===== src/rtl/ffvec_cmp_branch.sv =====
module ffvec_cmp_branch #(
  parameter int MAXVL = 4,
  parameter int CW    = 16,
  localparam int VLW  = $clog2(MAXVL + 1)
) (
  input  logic                  clk,
  input  logic                  rst_n,
  input  logic                  start,
  input  logic                  wide,
  input  logic                  incl,
  input  logic [16*MAXVL-1:0]   elems,
  input  logic [MAXVL-1:0]      pred,
  input  logic [CW-1:0]         ctr_in,
  output logic                  valid,
  output logic [VLW-1:0]        vl_out,
  output logic [MAXVL-1:0]      cc_vec,
  output logic [CW-1:0]         ctr_out,
  output logic                  found_fail,
  output logic                  taken
);

  logic [MAXVL-1:0] lane_zero;
  logic [CW-1:0]    avl;
  logic [VLW-1:0]   vl_n;
  logic [MAXVL-1:0] cc_n;
  logic             fail_n;
  logic [CW-1:0]    ctr_n;
  logic             accept;

  for (genvar g = 0; g < MAXVL; g++) begin : g_lane
    assign lane_zero[g] = wide ? (elems[16*g +: 16] == 16'd0)
                               : (elems[16*g +: 8]  == 8'd0);
  end

  assign avl    = (ctr_in > CW'(MAXVL)) ? CW'(MAXVL) : ctr_in;
  assign accept = start && !valid;

  always_comb begin
    logic stop;
    stop   = 1'b0;
    fail_n = 1'b0;
    cc_n   = '0;
    vl_n   = VLW'(avl);
    for (int i = 0; i < MAXVL; i++) begin
      if (!stop && (CW'(i) < avl) && pred[i]) begin
        if (lane_zero[i]) begin
          stop   = 1'b1;
          fail_n = 1'b1;
          vl_n   = incl ? VLW'(i + 1) : VLW'(i);
        end else begin
          cc_n[i] = 1'b1;
        end
      end
    end
  end

  assign ctr_n = ctr_in - CW'(vl_n);

  always_ff @(posedge clk or negedge rst_n) begin
    if (!rst_n) begin
      valid      <= 1'b0;
      vl_out     <= '0;
      cc_vec     <= '0;
      ctr_out    <= '0;
      found_fail <= 1'b0;
      taken      <= 1'b0;
    end else begin
      valid <= accept;
      if (accept) begin
        vl_out     <= vl_n;
        cc_vec     <= cc_n;
        ctr_out    <= ctr_n;
        found_fail <= fail_n;
        taken      <= !fail_n && (ctr_n != '0);
      end
    end
  end

endmodule


===== config.mk =====
export PLATFORM = sky130hd
export DESIGN_NAME = ffvec_cmp_branch
export DESIGN_NICKNAME = d
export VERILOG_FILES = /design/src/rtl/ffvec_cmp_branch.sv
export SDC_FILE = /design/constraint.sdc
export NUM_CORES = 1
export LEC_CHECK = 0
export CAP_MARGIN = 10
export CORE_UTILIZATION = 46
export DETAILED_ROUTE_END_ITERATION = 16
export DONT_BUFFER_PORTS = 1
export GPL_TIMING_DRIVEN = 0
export HOLD_SLACK_MARGIN = 0.12
export RECOVER_POWER = 50
export SETUP_SLACK_MARGIN = 0.02
export SLEW_MARGIN = 5
export SYNTH_ARGS = -nofsm -noshare
export SYNTH_HDL_FRONTEND = slang
export SYNTH_SLANG_ARGS = --single-unit

===== constraint.sdc =====
create_clock -name clk -period 1.6 [get_ports clk]
set_input_delay 0.16 -clock clk [delete_from_list [all_inputs] [get_ports clk]]
set_output_delay 0.16 -clock clk [all_outputs]
set_load 0.1 [all_outputs]

# Word-level counts from Yosys, hierarchy flattened
# Index checks and enable logic that the tools add are counted.
dict set report classes {
  n_lt_le_gt_ge 5
  n_mux 33
  reduce_logical 23
  addsub 1
}
# cell n
set ops {}
lappend ops {{zero test 16 bit} 4}
lappend ops {{zero test 8 bit} 4}
lappend ops {{less-than comparator 1 x 16 -> 1 bit (first input constant)} 2}
lappend ops {{less-than comparator 2 x 16 -> 1 bit (first input constant)} 2}
lappend ops {{2-to-1 mux 3 bit} 9}
lappend ops {{2-to-1 mux 1 bit} 22}
lappend ops {{greater-than comparator 16 x 3 -> 1 bit (second input constant)} 1}
lappend ops {{2-to-1 mux 16 bit} 1}
lappend ops {{nonzero test 16 bit} 1}
lappend ops {{subtractor 16 x 3 -> 16 bit} 1}
lappend ops {{logical AND 1 bit} 9}
lappend ops {{zero test 1 bit} 5}
lappend ops {{2-to-1 mux 2 bit} 1}
dict set report word_totals {
  ff_bits 26
  elab_cells 68
  input_bits 89
}

# Depth between registers and ports, before layout
dict set report logic_depth {
  depth_word 20
  mapped_depth 14
  depth_no_buf 12
}

# Worst setup path after synthesis
# No wires, ideal clock.
dict set report synth_path {
  path_type {input to register}
  start {input port ctr_in[11]}
  end {register taken}
  setup_time_ps 134
  t_arrival_ps 3322
  path_buffers 2
  path_stages 14
  slack_ps -1856
  cell_sequence {or4_1 -> buf_2 -> or4_1 -> buf_2 -> o2111ai_4 -> o21a_1 -> o22ai_1 -> ha_1 -> fa_1 -> nor2b_1 -> nor4_1 -> mux2i_1 -> nor4_1 -> a22oi_1}
}
dict set report synth_between {
  elab_chain_len 20
  elab_cells_between_ends 35
  classes_between {1 x add/sub; 5 x order compare; 16 x mux; 13 x reduce/logical}
}
# item line
set synth_rtl {}
lappend synth_rtl {{start, declared} 13} ;# input logic [CW-1:0] ctr_in,
lappend synth_rtl {{greater-than comparator 16 x 3 -> 1 bit} 35} ;# assign avl = (ctr_in > CW'(MAXVL)) ? CW'(MAXVL) : ctr_in;
lappend synth_rtl {{2-to-1 mux 16 bit (*)} 35}
lappend synth_rtl {{less-than comparator 1 x 16 -> 1 bit} 45} ;# if (!stop && (CW'(i) < avl) && pred[i]) begin
lappend synth_rtl {{logical AND 1 bit} 45}
lappend synth_rtl {{2-to-1 mux 1 bit} 45}
lappend synth_rtl {{zero test 1 bit} 45}
lappend synth_rtl {{logical AND 1 bit (2 in series)} 45}
lappend synth_rtl {{2-to-1 mux 1 bit} 45}
lappend synth_rtl {{[... 3 more ...]} -}
lappend synth_rtl {{2-to-1 mux 1 bit} 45}
lappend synth_rtl {{zero test 1 bit} 45}
lappend synth_rtl {{logical AND 1 bit (2 in series)} 45}
lappend synth_rtl {{2-to-1 mux 3 bit (*)} 45}
lappend synth_rtl {{named net vl_n[0]} 24} ;# logic [VLW-1:0] vl_n;
lappend synth_rtl {{subtractor 16 x 3 -> 16 bit (*)} 57} ;# assign ctr_n = ctr_in - CW'(vl_n);
lappend synth_rtl {{nonzero test 16 bit (*)} 74} ;# taken <= !fail_n && (ctr_n != '0);
lappend synth_rtl {{logical AND 1 bit (*)} 74}
lappend synth_rtl {{end signal, assigned} 74}
lappend synth_rtl {{end, declared} 19} ;# output logic taken
# The timed path passes the listed nets; every way through them passes the cells marked *.
# A chain may end at the register's enable or synchronous reset.

# Worst setup path in the final report
dict set report layout_path {
  start {input port ctr_in[6]}
  end {register taken}
}
# The elaborated chain is that of the path after synthesis.

==> run summary <==
Status: finished, violations left
Violated checks: negative setup slack
Fin. max-slew vios: 0
DP Area: 0.00191 sq mm
Tmin final: 3.20 ns
Initial antenna violation count: 0
Fmax: 0.313 GHz
Die W: 64.3 microns
Async set-reset flop share out of synthesis: 100%
Cell Chain, Critical Path: or4_4 > or4_4 > o2111ai_4 > o21a_1 > o22ai_2 > ha_4 > fa_2 > nor2b_4 > buf_6 > nor3_4 > xor2_2 > nor4_2 > a22oi_1
Synth Flop Type: dfrtp_1
Post-Synth Simple-Gate Area: 29.4%
CTS tree: done
Reg area: 654 sq um
Final Cycle Share: 200%
Footprint of the multi-input gates: 0.00155 sq mm
DR WL/cell: 21.4 microns
I/O pin total: 115
Post-Syn Instances: 209
Area delta synth->final: 60.1%
Number of flops mapped to enable cells by yosys: 0
DRT iter0 DRCs: 101
Router iterations before antenna repair: 4
Fillcell total: 225
Worst Path Buf+Inv: 1
Post-synthesis sequential area ratio: 36.4%
CP most frequent cell: or4_4
# setup viols final: 24
Worst Path Class, Setup: input port to flop
Main combinational cell family by area after synthesis: simple AND/OR/NAND/NOR gates
Worst slack, placed: -2.19 ns
Routed Antenna Nets: 0
Synth Area in Compound Gates: 21.6%
Std-Cell Rows: 22
Final number of hold-violating endpoints: 0
Slowest Stage Delay on Critical Path: 0.60 ns
Mux cell area share after synthesis: 1.12%
Flop-to-flop setup slack: -0.15 ns
Mean Syn Cell Area: 8.54 sq um
Clk sinks: 26
Synthesized cell area: 0.00179 sq mm
Clock Path Buffers: 2
Gpl congestion: 0.967
Synth Area in Adders: 3.22%
Unrepaired setup endpoints after global routing: true
Root Buffer: clkbuf_8
Max_cap viols: 0
Hold Path Class: input port to flop
Critical Path End Type: flop
Synth Net Count: 302
Layout cells sized above 1: 38.3%
Port Buffers: 0
N_diodes: 0
Vias in the first global route: 2,118
Slew at the pin with the worst max-slew slack: 0.954 ns
Fin nets: 358
Initial core utilization: 48.4%
Crit Path Max Fanout: 6
Slowest CP cell: or4_4
Core Area: 0.00369 sq mm
Final Skew: 0.00127 ns
Synth warn: 0
Drt drc: 0
Most common cell after layout, fill and taps aside: nand2_1
Routed wire length: 6670 microns
Leakage power: 0.00111 uW
Worst-path clk slew: 0.09 ns
Slew HR: 35.8%
Total number of vias: 2,030
Overall Power: 2200 uW
CTS Buf Count: 3
Design area: 0.00286 sq mm
Commonest cells after routing, fill and taps aside: nand2_1, dfrtp_1, buf_4
Vias per inst: 6.51
Die area: 0.00413 sq mm
Crit path required time: 1.75 ns
Max IR drop VDD: 351 uV
Largest net degree at the start of global routing: 27
Delay-heaviest family, CP: simple AND/OR/NAND/NOR gates
All-layer global routing usage: 30.9%
FF+latch count, synth: 26
Type of origin of the critical path: input port
Count of cell types in the netlist: 49
Synth Area in XOR/XNOR: 5.40%
P per Cell Area: 769 mW/mm^2
Final WS setup: -1.60 ns
H-tree depth: 1
Die outline height: 64.3 microns
First-pass GRT wire length: 9710 microns
Crit path DAT: 3.34 ns
Hpwl dp: 4040 microns
Worst-skew pair later-pin latency: 0.26 ns
Overflow after GRT: 0
[worst paths after layout]
| kind | from | endpoint | depth (start not counted) |
|---|---|---|---|
| worst min-delay path | ctr_in[4] | ctr_out[5]$_DFFE_PN0P_ | 2 |
| min in group asynchronous | rst_n | ctr_out[5]$_DFFE_PN0P_ | 2 |
| worst max register to register | valid$_DFF_PN0_ | taken$_DFFE_PN0P_ | 5 |
| worst max-delay path | ctr_in[6] | taken$_DFFE_PN0P_ | 13 |
| worst min register to register | ctr_out[9]$_DFFE_PN0P_ | ctr_out[9]$_DFFE_PN0P_ | 2 |
| max in group asynchronous | rst_n | valid$_DFF_PN0_ | 2 |
[area by class of cell]
| class | instances | share of cell area (%) |
|---|---|---|
| multi-input cells | 170 | 54.2 |
| flip-flops and latches | 26 | 22.9 |
| repair buffers | 53 | 17.2 |
| well taps | 48 | 2.10 |
| clock buffers | 4 | 1.58 |
| plain buffers | 5 | 1.23 |
| inverters | 6 | 0.788 |
[registers in the layout, summed over array words and instances (netlist names)]
signal / cells
ctr_out: 16
cc_vec: 4
valid: 1
taken: 1
vl_out: 3
found_fail: 1
[cells by family (layout without fill, tap and decap cells)]
group,Yosys count,after routing
and+or+nand+nor,100,100
AOI/OAI and AO/OA,53,53
DFF,26,26
buffers and inverters,13,68
xor gates and xnor gates,11,11
adders and majority gates,4,4
muxes,2,2
[synthesized netlist by cell type (all sizes together), types with 3 or more instances]
cell type,instances,share of area (%)
a21boi,3,1.3
a21oi,4,1.1
clkbuf,5,1.1
dfrtp,26,36
ha,3,2.1
inv,6,1.3
nand2,40,8.4
nand3,3,1.1
nor2,10,2.1
nor3,7,2.0
nor4,15,5.6
o21a,3,1.3
o21ai,19,5.3
or3,3,1.1
or4,13,5.7
xnor2,7,3.4
xor2,4,2.0
[worst register-to-register path, stage by stage, from the launching register on]
cell	delay [ns]
dfrtp_4	0.63
nand2b_4	0.21
clkbuf_4	0.21
a31oi_1	0.18
nand4_1	0.23
a22oi_1	0.22
[through the flow]
stage / setup TNS [ns] / cells / util, % / hold slack, ns
floorplan: -27.40 / 209 / - / -0.136
global placement: -35.93 / 257 / 51.8 / -0.135
detailed placement: -36.65 / 257 / 51.8 / -0.135
CTS: -22.88 / 301 / 69.5 / 0.130
global route: -27.27 / 312 / 77.5 / 0.142
finish: -25.53 / 312 / 77.5 / 0.138
[routing by layer]
layer	GRT usage [%]	wire length, microns
met2	58.9	3640
met3	5.18	482
met5	0	0
met4	15.3	290
met1	31.9	2260
[report_power, final]
part / switching [uW] / internal, uW
clock network: 203 / 178
registers: 682 / 726
logic: 218 / 191
[repair_timing]
item / in CTS / in global routing
gates cloned: 0 / 0
pin swaps: 29 / 28
setup buffers: 26 / 13
setup endpoints to repair: 25 / 25
hold endpoints to repair: 40 / 0
resized for setup: 60 / 46
hold buffers: 16 / 0
No activity file was read; power rests on OpenSTA's default activity.
